--- src/rtl/ddc_pkg.sv ---
package ddc_pkg;

    typedef enum logic [1:0] {
        MODE_SPLIT = 2'b00,
        MODE_BCD   = 2'b01,
        MODE_BIQ   = 2'b10,
        MODE_RSVD  = 2'b11
    } ddc_mode_e;

    localparam int unsigned QUIN_W    = 3;
    localparam int unsigned QUIN_LAST = 4;

    typedef struct packed {
        logic [QUIN_W-1:0] hi;
        logic              lo;
    } ddc_state_t;

endpackage

--- src/rtl/ddc_fall_detect.sv ---
module ddc_fall_detect #(
    parameter int unsigned STAGES = 2
) (
    input  logic clk,
    input  logic clr,
    input  logic din,
    output logic fall
);

    typedef struct packed {
        logic [STAGES-1:0] sync;
        logic              last;
    } det_t;

    det_t det_d, det_q;

    always_comb begin
        det_d      = det_q;
        det_d.sync = {det_q.sync[STAGES-2:0], din};
        det_d.last = det_q.sync[STAGES-1];
    end

    always_ff @(posedge clk or posedge clr) begin
        if (clr) begin
            det_q <= '0;
        end else begin
            det_q <= det_d;
        end
    end

    assign fall = det_q.last & ~det_q.sync[STAGES-1];

endmodule

--- src/rtl/ddc_decade.sv ---
module ddc_decade
    import ddc_pkg::*;
(
    input  logic       clk,
    input  logic       clr,
    input  logic       fall_lo,
    input  logic       fall_hi,
    input  logic [1:0] mode,
    output logic [3:0] q,
    output logic       carry
);

    ddc_state_t st_d, st_q;
    logic       step_lo;
    logic       step_hi;
    logic       hi_wrap;

    assign hi_wrap = (st_q.hi == QUIN_W'(QUIN_LAST));

    always_comb begin
        step_lo = fall_lo;
        step_hi = fall_hi;
        carry   = 1'b0;
        case (mode)
            MODE_BCD: begin
                step_lo = fall_lo;
                step_hi = fall_lo & st_q.lo;
            end
            MODE_BIQ: begin
                step_hi = fall_hi;
                step_lo = fall_hi & hi_wrap;
            end
            default: begin
                step_lo = fall_lo;
                step_hi = fall_hi;
            end
        endcase

        if (mode == MODE_BIQ) begin
            carry = step_lo & st_q.lo;
        end else begin
            carry = step_hi & hi_wrap;
        end

        st_d = st_q;
        if (step_lo) begin
            st_d.lo = ~st_q.lo;
        end
        if (step_hi) begin
            st_d.hi = hi_wrap ? '0 : st_q.hi + 1'b1;
        end
    end

    always_ff @(posedge clk or posedge clr) begin
        if (clr) begin
            st_q <= '0;
        end else begin
            st_q <= st_d;
        end
    end

    assign q = st_q;

endmodule

--- src/rtl/dual_decade_counter.sv ---
module dual_decade_counter
    import ddc_pkg::*;
#(
    parameter int unsigned SYNC_STAGES = 2
) (
    input  logic       clk,
    input  logic       clr_a,
    input  logic       clr_b,
    input  logic       a_tick_lo,
    input  logic       a_tick_hi,
    input  logic       b_tick_lo,
    input  logic       b_tick_hi,
    input  logic [1:0] a_mode,
    input  logic [1:0] b_mode,
    input  logic       cascade,
    output logic [3:0] a_q,
    output logic [3:0] b_q
);

    localparam int unsigned N_CNT = 2;
    localparam int unsigned N_IN  = 2 * N_CNT;

    logic [N_IN-1:0] tick_raw;
    logic [N_IN-1:0] tick_clr;
    logic [N_IN-1:0] tick_fall;

    logic a_carry;
    logic b_carry;
    logic b_fall_lo;
    logic b_fall_hi;
    logic unused_tail_carry;

    assign tick_raw = {b_tick_hi, b_tick_lo, a_tick_hi, a_tick_lo};
    assign tick_clr = {clr_b, clr_b, clr_a, clr_a};

    for (genvar gi = 0; gi < N_IN; gi++) begin : g_in
        ddc_fall_detect #(
            .STAGES(SYNC_STAGES)
        ) u_det (
            .clk (clk),
            .clr (tick_clr[gi]),
            .din (tick_raw[gi]),
            .fall(tick_fall[gi])
        );
    end

    ddc_decade u_cnt_a (
        .clk    (clk),
        .clr    (clr_a),
        .fall_lo(tick_fall[0]),
        .fall_hi(tick_fall[1]),
        .mode   (a_mode),
        .q      (a_q),
        .carry  (a_carry)
    );

    always_comb begin
        b_fall_lo = tick_fall[2];
        b_fall_hi = tick_fall[3];
        if (cascade) begin
            if (b_mode == MODE_BIQ) begin
                b_fall_hi = a_carry;
            end else begin
                b_fall_lo = a_carry;
            end
        end
    end

    ddc_decade u_cnt_b (
        .clk    (clk),
        .clr    (clr_b),
        .fall_lo(b_fall_lo),
        .fall_hi(b_fall_hi),
        .mode   (b_mode),
        .q      (b_q),
        .carry  (b_carry)
    );

    assign unused_tail_carry = b_carry;

endmodule

--- config.mk ---
export PLATFORM = sky130hd
export DESIGN_NAME = dual_decade_counter
export DESIGN_NICKNAME = d
export VERILOG_FILES = /design/src/rtl/ddc_pkg.sv /design/src/rtl/ddc_fall_detect.sv /design/src/rtl/ddc_decade.sv /design/src/rtl/dual_decade_counter.sv
export SDC_FILE = /design/constraint.sdc
export NUM_CORES = 1
export LEC_CHECK = 0
export BUFFER_PORTS_ARGS = -buffer_cell sky130_fd_sc_hd__buf_4
export CAP_MARGIN = 20
export CORE_MARGIN = 4
export CORE_UTILIZATION = 27
export DETAILED_ROUTE_END_ITERATION = 6
export PLACE_DENSITY = 0.51
export SLEW_MARGIN = 15
export SYNTH_ARGS = -nofsm -noshare
export SYNTH_HDL_FRONTEND = slang
export SYNTH_SLANG_ARGS = --single-unit
--- constraint.sdc ---
create_clock -name clk -period 2 [get_ports clk]
set_input_delay 0 -clock clk [delete_from_list [all_inputs] [get_ports clk]]
set_output_delay 0 -clock clk [all_outputs]
set_load 0.01 [all_outputs]
After elaboration in Yosys (flattened, before gate mapping)
Index checks and enable logic that the tools add are counted.
{"block": "classes", "addsub": 2, "n_mul": 0, "div_mod_pow": 0, "magnitude_cmp": 0, "eq_ne": 6, "n_shift": 0, "n_mux": 11, "bitwise": 16, "n_reduce_logical": 0}
{"operator": "1-bit AND", "n": 10}
{"operator": "1-bit 2-to-1 mux", "n": 9}
{"operator": "3-bit by 1-bit adder with 3-bit output (second input constant)", "n": 2}
{"operator": "3-bit equality test (second input constant)", "n": 2}
{"operator": "3-bit 2-to-1 mux", "n": 2}
{"operator": "1-bit inverter", "n": 6}
{"operator": "2-bit by 1-bit equality test with 1-bit output (second input constant)", "n": 2}
{"operator": "2-bit equality test (second input constant)", "n": 2}
{"block": "totals", "reg_bits": 20, "latchBits": 0, "ram_bits": 0, "mem_bits_ro": 0, "input_bits": 12, "out_inout_bits": 8, "elab_cells": 47, "mem_count": 0}

Logic depth before layout (Yosys ltp)
{"block": "depth", "word_depth": 10, "mapped_depth": 7, "ltp_nobuf": 7}

By module
Synthesis repeated with hierarchy kept, for this count alone.
{"block": "hier_totals", "hier_cells": 81, "area_unflattened_um2": 1016.0}
{"mod": "ddc_decade", "instances": 2, "cells_each": 28, "area_per_inst_um2": 301.5, "seq_area_each_um2": 100.1}
{"mod": "ddc_fall_detect", "instances": 4, "cells_each": 5, "area_per_inst_um2": 92.6, "seq_area_each_um2": 75.1}
{"mod": "dual_decade_counter", "instances": 1, "cells_each": 5, "area_per_inst_um2": 42.5, "seq_area_each_um2": 0.0}

Worst setup path after synthesis
Ideal clock, no wire load.
{"block": "synth_path", "path_kind": "register to register", "start": "register u_cnt_a.st_q (netlist bit u_cnt_a.q[1])", "end": "register u_cnt_b.st_q (netlist bit u_cnt_b.q[1])", "setup_ns": 0.125, "t_arrival_ns": 1.544, "t_required_ns": 1.875, "setup_slack_ns": 0.331, "stages_incl_launch_ff": 8, "n_path_buf": 0, "synth_period_minus_slack_ns": 1.669, "cell_sequence": "dfrtp_1 inv_1 ha_1 nand2_1 a21oi_2 nand3_1 o2bb2ai_1 mux2_2"}
{"block": "synth_between", "elab_chain_cells": 9, "elab_cells_between_ends": 12, "classes_between": "eq/ne (1); mux (7); bitwise (4)"}
{"item": "start, declared", "line_no": "ddc_decade.sv:13", "rtl": "ddc_state_t st_d, st_q;"}
{"item": "start signal, assigned", "line_no": "ddc_decade.sv:58", "rtl": "st_q <= st_d;"}
{"item": "3-bit equality test (*)", "line_no": "ddc_decade.sv:18", "rtl": "assign hi_wrap = (st_q.hi == QUIN_W'(QUIN_LAST));"}
{"item": "1-bit AND", "line_no": "ddc_decade.sv:31", "rtl": "step_lo = fall_hi & hi_wrap;"}
{"item": "1-bit 2-to-1 mux", "line_no": "ddc_decade.sv:24", "rtl": "case (mode)"}
{"item": "1-bit AND", "line_no": "ddc_decade.sv:40", "rtl": "carry = step_lo & st_q.lo;"}
{"item": "1-bit 2-to-1 mux (*)", "line_no": "ddc_decade.sv:39", "rtl": "if (mode == MODE_BIQ) begin"}
{"item": "1-bit 2-to-1 mux", "line_no": "dual_decade_counter.sv:61", "rtl": "if (b_mode == MODE_BIQ) begin"}
{"item": "1-bit 2-to-1 mux", "line_no": "dual_decade_counter.sv:60", "rtl": "if (cascade) begin"}
{"item": "1-bit AND", "line_no": "ddc_decade.sv:27", "rtl": "step_hi = fall_lo & st_q.lo;"}
{"item": "1-bit 2-to-1 mux (*)", "line_no": "ddc_decade.sv:24"}
{"item": "end signal, assigned", "line_no": "ddc_decade.sv:58"}
{"item": "end, declared", "line_no": "ddc_decade.sv:13"}
Every way passes the cells marked *; elsewhere a longest branch is shown, timed or not.
A chain may end at the register's enable or synchronous reset.

Final worst setup path
Same ends and word-level chain as after synthesis.

==> reports/metrics.cfg <==
[hold_path]
hold_start = cascade
hold_depth = 3
holdPathEnd = u_cnt_b.q[0]
hold_path.class = input port to register

[finish]
final_nets = 127
fillCellCount = 319
layoutNonFillerInstCount = 154
area_delta_synth_final_pct = 35.4
drive_gt1_share_pct = 23.6
antenna_cells = 0

[setup_path]
worstReg2RegEnd = u_cnt_b.q[1]
required_ns = 2.19
arrival_ns = 1.97
setup.worst_path.start_class = register
rr_worst_depth = 7
crit_type = register to register
endpoint_kind = register
crit_path_max_fanout = 3
r2r_slack_ns = 0.22
rr_startpoint = u_cnt_a.q[1]

[yosys]
synthCells = 81
syn_nets = 97
yosys_register_bits = 20
synth_flop_cell = dfrtp_1
yosys_warnings = 0
synth_area_sq_um = 877
yosysMostFrequentCell = dfrtp_1
synth_largest_type_area_fraction_pct = 57.1
yosys-top-cells-area = dfrtp_1 57%, ha_1 5.7%, inv_1 4.7%
synth.distinct_cells = 27
synth.largest_area_cell = dfrtp_1
netlist_top_cells_count = 20 x dfrtp_1, 11 x inv_1, 8 x nand2_1, 5 x o21ai_0
syn-mean-instance-area_sq_um = 10.8
synth_edf_count = 0
synthArstFlopShare_pct = 100
ys_seq_area_share_pct = 57.1

[sta]
relSlewSlack_pct = 72.5
post-route-min-period_ns = 1.78
tns_ns = 0
tightest_slew_ns = 0.400
fmax_ghz = 0.562
rsz0062_at_grt = false
fin_skew_ns = 0.00349
period_share_pct = 89.0
finalHoldViolCount = 0
slew_viol_final = 0
setup_violations = 0

[grt]
grt_usage_pct = 7.90
grt_pass1_vias = 611
grt_antenna_before_repair = 0
grt-ovfl-total = 0
grt_pass1_wl_um = 2560
grt_max_degree = 13

[floorplan]
fp-row-count = 20
die_x_um = 65.0
floorplan.initialDensity_pct = 28.5
die_h_um = 65.0
io_pins = 20
dieArea_sq_um = 4220
coreArea_sq_um = 3080

[place]
gp_congestion = 0.746
dpl.cell_count = 144
io_buffers = 19
dpl.hpwl_um = 1150

[cts]
cts_buffer_depth = 2
clkLatencyLatePin_ns = 0.29
htreeDepth = 1
clkSinkCount = 20
root_buffer = clkbuf_4
cts_tree = done
cts_buffers = 3
clk_pin_slew_worst_paths_ns = 0.11

[power_and_ir_drop]
power_leakage_uw = 0.000557
powerDensity_nw_per_um2 = 1130
irDropWorstVdd_v = 0.000388

[detailed_routing]
wirelength_um = 1480
drt_pre_antenna_iters = 3
ant_nets = 0
num_vias = 640
remaining_drc_errors = 0
drtIter0Drc = 22
vias_per_cell = 4.16
wl_per_cell_um = 9.62

[run]
drv_cap = 0

[run_status]
outcome = finished, final reports clean

## worst max-delay path, cell delays in order (launching register included)
cell       delay, ns
dfrtp_1         0.41
inv_1           0.09
ha_1            0.16
nand2_1         0.10
a21oi_2         0.12
nand3_1         0.12
o2bb2ai_1       0.31
mux2_2          0.37
## power by group
group          leakage [uW]  switching (uW)  internal (uW)
clock             0.0000279             121            202
sequential         0.000237            77.3            494
combinational      0.000292             214            235
## kinds of logic (layout without fill, tap and decap cells)
group                    count (synthesis)  count (layout)  share of synthesized area, %
AO/OA/AOI/OAI                           17              17                          12.7
XOR/XNOR                                 2               2                          2.00
adder cells (fa/ha/maj)                  4               4                          5.71
buffers and inverters                   11              40                          4.71
flip-flops                              20              20                          57.1
multiplexers                             3               3                          3.57
AND/OR/NAND/NOR                         24              24                          14.3
## cell usage in the layout (no fill, tap or decap), drive strengths merged
master and n:
or3 1, a211oi 1, mux2i 2, buf 19, dlygate4sd3 6, nand2b 2
inv 11, bufinv 1, mux2 1, clkbuf 3, and3 1, nand3b 1
a31oi 1, ha 4, a21oi 3, o21ai 7, nor2b 4, a221oi 1
o311ai 1, xnor2 2, nand3 2, o211ai 1, dfrtp 20, a32o 1
nand2 8, o2bb2ai 1, nor2 4, nor3 1
## registers in the layout, summed over array words and instances, names as in the netlist
| register | flops |
|---|---|
| g_in.u_det.det_d | 8 |
| g_in.u_det.det_q | 4 |
| u_cnt_a.q | 4 |
| u_cnt_b.q | 4 |
## how the worst max path moves through the flow
stage | from | to | slack (ns) | cells after the start
final | u_cnt_a.q[1] | u_cnt_b.q[1] | 0.22 | 7
after global routing | u_cnt_a.q[1] | u_cnt_b.q[1] | 0.07 | 7
after CTS | u_cnt_a.q[1] | u_cnt_b.q[1] | 0.20 | 7
after detailed placement | u_cnt_a.q[1] | u_cnt_b.q[1] | 0.22 | 7
after global placement | u_cnt_a.q[1] | u_cnt_b.q[1] | 0.28 | 7
after floorplan | u_cnt_a.q[1] | u_cnt_b.q[1] | 0.33 | 7
## metrics by stage
step	hold WS, ns	utilization, %	area, sq um	total power (uW)	setup WS [ns]
2_1_floorplan	-0.160	-	877	833	0.331
3_3_place_gp	0.000677	34.9	1070	1020	0.283
3_5_place_dp	0.0111	34.9	1070	1030	0.223
4_1_cts	0.0392	38.6	1190	1370	0.199
5_1_grt	0.0806	38.6	1190	1460	0.0699
6_report	0.0541	38.6	1190	1340	0.219
## timing repair
action,4_1_cts,5_1_grt
setup buffers,0,0
hold endpoints to repair,24,0
hold buffers,6,0
resized for setup,0,0
## final cells by class
cell class | count | area (sq um) | area share [%]
clock buffers | 3 | 22.5 | 1.90
clock inverters | 1 | 30.0 | 2.53
inverters | 11 | 41.3 | 3.48
multi-input cells | 50 | 335 | 28.2
flip-flops and latches | 20 | 500 | 42.1
well taps | 44 | 55.1 | 4.64
repair buffers | 25 | 203 | 17.1
## metal layers
metal	wire, um	vias to the layer above	global-route usage [%]	part of all wire, %
met3	97	2	2.25	6.5
met4	15	0	4.75	1.0
met1	727	293	10.7	49
li1	-	333	-	-
met5	0	-	0	0
met2	640	12	11.0	43
(Power assumes the default switching activity.)
